`config.mk`:
```
export PLATFORM = sky130hd
export DESIGN_NAME = lu_stall_unit
export DESIGN_NICKNAME = d
export VERILOG_FILES = /design/src/rtl/lu_stall_pkg.sv /design/src/rtl/lu_stall_ctrl.sv /design/src/rtl/lu_stall_dp.sv /design/src/rtl/lu_stall_unit.sv
export SDC_FILE = /design/constraint.sdc
export NUM_CORES = 1
export LEC_CHECK = 0
export BUFFER_PORTS_ARGS = -buffer_cell sky130_fd_sc_hd__buf_2
export CELL_PAD_IN_SITES_DETAIL_PLACEMENT = 1
export CELL_PAD_IN_SITES_GLOBAL_PLACEMENT = 1
export CORE_AREA = 3 3 40 42
export CTS_BUF_LIST = sky130_fd_sc_hd__clkbuf_2
export DETAILED_ROUTE_END_ITERATION = 6
export DIE_AREA = 0 0 43 45
export PLACE_DENSITY = 0.76
export SYNTH_ARGS = -nofsm -noshare
export SYNTH_HDL_FRONTEND = slang
export SYNTH_HIERARCHICAL = 1
export SYNTH_SLANG_ARGS = --single-unit
```
`constraint.sdc`:
```
create_clock -name clk -period 2 [get_ports clk]
set_clock_uncertainty 0.15 [all_clocks]
set_input_delay 0.4 -clock clk [delete_from_list [all_inputs] [get_ports clk]]
set_output_delay 0.4 -clock clk [all_outputs]
set_load 0.1 [all_outputs]
```
`src/rtl/lu_stall_pkg.sv`:
```
package lu_stall_pkg;

  // Strobes sent from the hazard control to the enable/bubble datapath.
  typedef struct packed {
    logic holdFront;     // freeze PC and fetch/decode register
    logic insertBubble;  // replace decode-to-execute content with a no-op
  } stallStrobes_t;

  // Control field positions inside the decode-to-execute control word.
  localparam int unsigned CTRL_REG_WRITE = 0;
  localparam int unsigned CTRL_MEM_READ  = 1;
  localparam int unsigned CTRL_MEM_WRITE = 2;

endpackage

```
`src/rtl/lu_stall_ctrl.sv`:
```
module lu_stall_ctrl
  import lu_stall_pkg::*;
#(
  parameter int unsigned REG_W   = 5,
  parameter int unsigned NUM_SRC = 2
) (
  input  logic                     clk,
  input  logic                     rstN,
  input  logic                     exValid,
  input  logic                     exIsLoad,
  input  logic [REG_W-1:0]         exDestReg,
  input  logic                     idValid,
  input  logic [NUM_SRC*REG_W-1:0] idSrc,
  input  logic [NUM_SRC-1:0]       idUse,
  output stallStrobes_t            strobes
);

  logic [NUM_SRC-1:0] srcHit;
  logic               loadLive;
  logic               hazard;
  logic               stallPrev;

  // One comparator per source operand.
  for (genvar i = 0; i < NUM_SRC; i++) begin : g_srcCmp
    assign srcHit[i] = idUse[i] && (idSrc[i*REG_W +: REG_W] == exDestReg);
  end

  // Register 0 is never a true dependence.
  assign loadLive = exValid && exIsLoad && (exDestReg != '0);

  // The history term caps the stall at one cycle.
  assign hazard = rstN && loadLive && idValid && (|srcHit) && !stallPrev;

  always_ff @(posedge clk) begin
    if (!rstN) begin
      stallPrev <= 1'b0;
    end else begin
      stallPrev <= hazard;
    end
  end

  always_comb begin
    strobes.holdFront    = hazard;
    strobes.insertBubble = hazard;
  end

endmodule

```
`src/rtl/lu_stall_dp.sv`:
```
module lu_stall_dp
  import lu_stall_pkg::*;
#(
  parameter int unsigned CTRL_W = 3
) (
  input  stallStrobes_t     strobes,
  input  logic [CTRL_W-1:0] ctrlIn,
  output logic              pcWriteEn,
  output logic              ifIdWriteEn,
  output logic              idExBubble,
  output logic [CTRL_W-1:0] ctrlOut
);

  assign pcWriteEn   = !strobes.holdFront;
  assign ifIdWriteEn = !strobes.holdFront;
  assign idExBubble  = strobes.insertBubble;

  // Clear every state-changing control bit when a bubble is inserted.
  for (genvar b = 0; b < CTRL_W; b++) begin : g_ctrlMask
    assign ctrlOut[b] = ctrlIn[b] && !strobes.insertBubble;
  end

endmodule

```
`src/rtl/lu_stall_unit.sv`:
```
module lu_stall_unit
  import lu_stall_pkg::*;
#(
  parameter int unsigned REG_W   = 5,
  parameter int unsigned NUM_SRC = 2,
  parameter int unsigned CTRL_W  = 3
) (
  input  logic                     clk,
  input  logic                     rstN,
  input  logic                     exValid,
  input  logic                     exIsLoad,
  input  logic [REG_W-1:0]         exDestReg,
  input  logic                     idValid,
  input  logic [NUM_SRC*REG_W-1:0] idSrc,
  input  logic [NUM_SRC-1:0]       idUse,
  input  logic [CTRL_W-1:0]        idExCtrlIn,
  output logic                     pcWriteEn,
  output logic                     ifIdWriteEn,
  output logic                     idExBubble,
  output logic [CTRL_W-1:0]        idExCtrlOut
);

  stallStrobes_t strobes;

  lu_stall_ctrl #(
    .REG_W  (REG_W),
    .NUM_SRC(NUM_SRC)
  ) u_ctrl (
    .clk      (clk),
    .rstN     (rstN),
    .exValid  (exValid),
    .exIsLoad (exIsLoad),
    .exDestReg(exDestReg),
    .idValid  (idValid),
    .idSrc    (idSrc),
    .idUse    (idUse),
    .strobes  (strobes)
  );

  lu_stall_dp #(
    .CTRL_W(CTRL_W)
  ) u_dp (
    .strobes    (strobes),
    .ctrlIn     (idExCtrlIn),
    .pcWriteEn  (pcWriteEn),
    .ifIdWriteEn(ifIdWriteEn),
    .idExBubble (idExBubble),
    .ctrlOut    (idExCtrlOut)
  );

endmodule

```
After elaboration in Yosys (flattened, before gate mapping)

Index checks and enable logic that the tools add are counted.
Widths: inputs -> output; s select.

Word-level logic and storage cells: 18
Latch bits: 0
Memory bits (writable): 0
Register bits after elaboration: 1
ROM bits: 0
Memories: 0
Bits of input ports: 25

Bitwise logic cells: 0
Add/sub/neg operators: 0
Multipliers: 0
Muxes and demuxes: 0
Shift operators: 0
Eq/ne operators: 2
Divide/modulo/power cells: 0
$lt $le $gt $ge: 0
Reductions and logical operators: 15

Operators with widths:

| operator          | number |
|---|---|
| $logic_and 1x1->1 | 11 |
| $eq 5x5->1        | 2 |
| $reduce_bool 5->1 | 1 |
| $logic_not 1->1   | 2 |
| $reduce_or 2->1   | 1 |

Depth between registers and ports, before layout

Depth after elaboration: 8
Mapped depth: 7
Mapped depth without buffers: 5

Cells and area by module

Netlist, hierarchy kept.

By module, submodules not included:

| module        | instances | area an instance (um^2) | cells an instance | sequential area each (um^2) |
|---|---|---|---|---|
| lu_stall_ctrl | 1         | 187.7                   | 23                | 20.0 |
| lu_stall_dp   | 1         | 37.5                    | 6                 | 0.0 |

Worst setup path after synthesis

Ideal clock, no wire load.

Path kind: input port to output port
From: input exDestReg[2]
To: output idExCtrlOut[0]
Setup slack: -1.146 ns
Data required time: 1.450 ns
Stages: 5
Arrival time: 2.596 ns
Cells stage by stage: or4_1 o21ai_2 a21oi_1 buf_4 nor2b_1

Longest elaborated chain between the ends: 8
Elaborated cells on any way between the ends: 13

RTL lines:

| item                                | line                | source |
|---|---|---|
| start: declaration                  | lu_stall_unit.sv:12 | `input logic [REG_W-1:0] exDestReg,` |
| $reduce_bool 5->1                   | lu_stall_ctrl.sv:29 | `assign loadLive = exValid && exIsLoad && (exDestReg != '0);` |
| $logic_and 1x1->1                   | lu_stall_ctrl.sv:29 |  |
| $logic_and 1x1->1 (2 in series)     | lu_stall_ctrl.sv:32 | `assign hazard = rstN && loadLive && idValid && (\|srcHit) && !stallPrev;` |
| $logic_and 1x1->1 (*) (2 in series) | lu_stall_ctrl.sv:32 |  |
| net u_ctrl.hazard                   | lu_stall_ctrl.sv:20 | `logic hazard;` |
| $logic_not 1->1 (*)                 | lu_stall_dp.sv:20   | `assign ctrlOut[b] = ctrlIn[b] && !strobes.insertBubble;` |
| $logic_and 1x1->1 (*)               | lu_stall_dp.sv:20   |  |
| end: declaration                    | lu_stall_unit.sv:20 | `output logic [CTRL_W-1:0] idExCtrlOut` |

Mark *: on every way through the listed nets, which the timed path passes. The rest lies on a longest branch.

Worst setup path in the final report

From: input idSrc[0]
To: output idExCtrlOut[1]

Longest elaborated chain between the ends: 7

RTL lines:

| item                            | line                | source |
|---|---|---|
| start: declaration              | lu_stall_unit.sv:14 | `input logic [NUM_SRC*REG_W-1:0] idSrc,` |
| $eq 5x5->1                      | lu_stall_ctrl.sv:25 | `assign srcHit[i] = idUse[i] && (idSrc[i*REG_W +: REG_W] == exDestReg);` |
| $logic_and 1x1->1               | lu_stall_ctrl.sv:25 |  |
| $reduce_or 2->1                 | lu_stall_ctrl.sv:32 |  |
| $logic_and 1x1->1 (2 in series) | lu_stall_ctrl.sv:32 |  |
| $logic_not 1->1                 | lu_stall_dp.sv:20   |  |
| $logic_and 1x1->1               | lu_stall_dp.sv:20   |  |

No other way between the ends.

==> impl_metrics.json <==
{
  "post-route-util_pct": 47.1,
  "syn-cell-area_sq_um": 225,
  "end_kind": "output port",
  "synthCells": 29,
  "synthesis.nets": 54,
  "worst_pin_slew_ns": 0.253,
  "slew_viol_final": 0,
  "power.density_mw_per_mm2": 233,
  "worst-path-buf-inv": 3,
  "std_cell_rows": 13,
  "first_global_vias": 343,
  "drc": 0,
  "maxCapViolCount": 0,
  "synth_top_cell_area_share_pct": 31.1,
  "antenna_found_initial": 0,
  "maxSlewHeadroom_pct": 83.0,
  "crit_family": "simple AND/OR/NAND/NOR gates",
  "crit_arrival_ns": 1.74,
  "finalCritPeriodShare_pct": 114,
  "path_clk_slew_ns": 0,
  "synth_edf_count": 0,
  "status": "finished, violations left",
  "gp_congestion": 0.659,
  "wl_per_cell_um": 12.0,
  "num_vias": 322,
  "synth_top_area_cell": "xor2_1",
  "area_growth_pct": 169,
  "dp_cells": 73,
  "reg_top3": "u_ctrl/stallPrev: 1 flops",
  "insertion_delay_ns": 0,
  "n_antenna_cell": 0,
  "initial_core_util_pct": 17.5,
  "final_antenna_net_count": 0,
  "track_usage_pct": 8.22,
  "critPathMaxStageDelay_ns": 0.29,
  "multi_input_area_sq_um": 250,
  "post_synth_num_cell_types": 14,
  "grt_overflow": 0,
  "synth_common_cells": "xor2_1, buf_4, nor2b_1",
  "layout.area.seq_sq_um": 20.0,
  "crit_required_ns": 1.45,
  "routed_wirelength_um": 911,
  "largest_reg_flops": 1,
  "chipWidth_um": 43,
  "die_y_um": 45,
  "drt-pass1-iter-count": 1,
  "worst_path_max_delay_cell": "nor4_2",
  "coreArea_sq_mm": 0.00128,
  "crit_chain": "buf_6 > xor2_2 > nor4_2 > nand3_1 > a21oi_4 > buf_6 > nor2b_4 > buf_12",
  "violations": "negative setup slack",
  "path_class": "in2out",
  "instances_no_fill": 76,
  "finalSetupViolCount": 6,
  "hold_viol_final": 0,
  "leakage_nw": 0.274,
  "cp_max_fo": 4,
  "ys_top_cells_by_area": "xor2_1, buf_4, dfxtp_1",
  "seq_area_frac_synth_pct": 8.89,
  "setup_ws_ns": -0.287,
  "ir_drop_mv": 0.105,
  "ys.flop_type": "dfxtp_1",
  "first_iter_violations": 0,
  "io_pins": 31,
  "cp_common_cell": "buf_6",
  "worst_hold_slack_ns": 0.366,
  "place_ws_ns": -0.334,
  "syn_area_per_cell_sq_um": 7.77,
  "rsz0062_at_grt": "yes",
  "hp-class": "reg2reg",
  "grt_max_degree": 5,
  "grt_pass1_wl_um": 1290,
  "final_nets": 88,
  "period_minus_slack_ns": 2.29,
  "yosysWarnings": 6,
  "yosysMostFrequentCell": "xor2_1",
  "vias_per_cell": 4.24,
  "io_buffers": 30,
  "ys_ff_latch": 1,
  "start_kind": "input pin",
  "power_uw": 141,
  "regMostFlops": "u_ctrl/stallPrev",
  "dp_hpwl_um": 704,
  "fmaxAchievable_ghz": 0.437,
  "nFillCells": 151,
  "final_layout_size_suffix_gt1_share_pct": 80.3,
  "dieArea_sq_mm": 0.00194,
  "synth-async-reset-ratio_pct": 0
}
## timing repair
| action | CTS | global route |
|---|---|---|
| endpoints found under the setup margin | 6 | 6 |
| resized for setup | 15 | 8 |
| pin swaps | 7 | 5 |
| buffers inserted | 3 | 0 |
| hold buffers | 0 | 0 |
## where the power goes
part	internal, mW	total [mW]	switching [mW]
clock	0	0	0
combinational	0.0615	0.121	0.0592
sequential	0.0204	0.0204	0.0000128
total	0.0819	0.141	0.0592
## final timing paths
check                         from               end  slack [ns]  depth (start not counted)
setup / recovery          idSrc[0]    idExCtrlOut[1]       -0.29                          8
hold / removal    u_ctrl/stallPrev  u_ctrl/stallPrev        0.37                          3
setup reg to reg  u_ctrl/stallPrev  u_ctrl/stallPrev        1.12                          3
hold reg to reg   u_ctrl/stallPrev  u_ctrl/stallPrev        0.37                          3
## worst min-delay path, stage by stage (launching register included)
cell     delay [ns]
dfxtp_1        0.28
nor2_1         0.06
o21ai_4        0.07
a21oi_1        0.04
## layer usage
layer / vias to the layer above / share of wire [%] / GRT usage (%)
li1: 156 / - / -
met1: 146 / 26 / 8.11
met2: 20 / 63 / 19.2
met3: 0 / 10 / 0.398
met4: 0 / 0 / 0
met5: - / 0 / 0
## kinds of logic (layout without fill, tap and decap cells)
group / Yosys count / after routing / share of synthesized area [%]
xor gates and xnor gates: 10 / 10 / 38.9
and+or+nand+nor: 10 / 10 / 28.9
buffers and inverters: 5 / 37 / 15.0
AOI/OAI and AO/OA: 3 / 3 / 8.33
DFF: 1 / 1 / 8.89
## metrics by stage
step                cell area, sq um  setup TNS [ns]
floorplan                        280           -1.73
global placement                 477           -1.88
detailed placement               477           -1.93
CTS                              556           -1.59
global route                     606           -2.12
finish                           606           -1.58
## cell usage in the layout (no fill, tap or decap), drive strengths merged
master,n
nand3,2
nor2,1
nor4,2
buf,36
xor2,8
nand4,1
a21oi,2
clkinvlp,1
or4,1
dfxtp,1
o21ai,1
xnor2,2
nor2b,3
## cell type report
type | count | area share [%]
Timing Repair Buffer | 36 | 51.0
Inverter | 1 | 1.24
Sequential cell | 1 | 3.31
Tap cell | 15 | 3.10
Multi-Input combinational cell | 23 | 41.3
No activity file was read; power rests on OpenSTA's default activity.
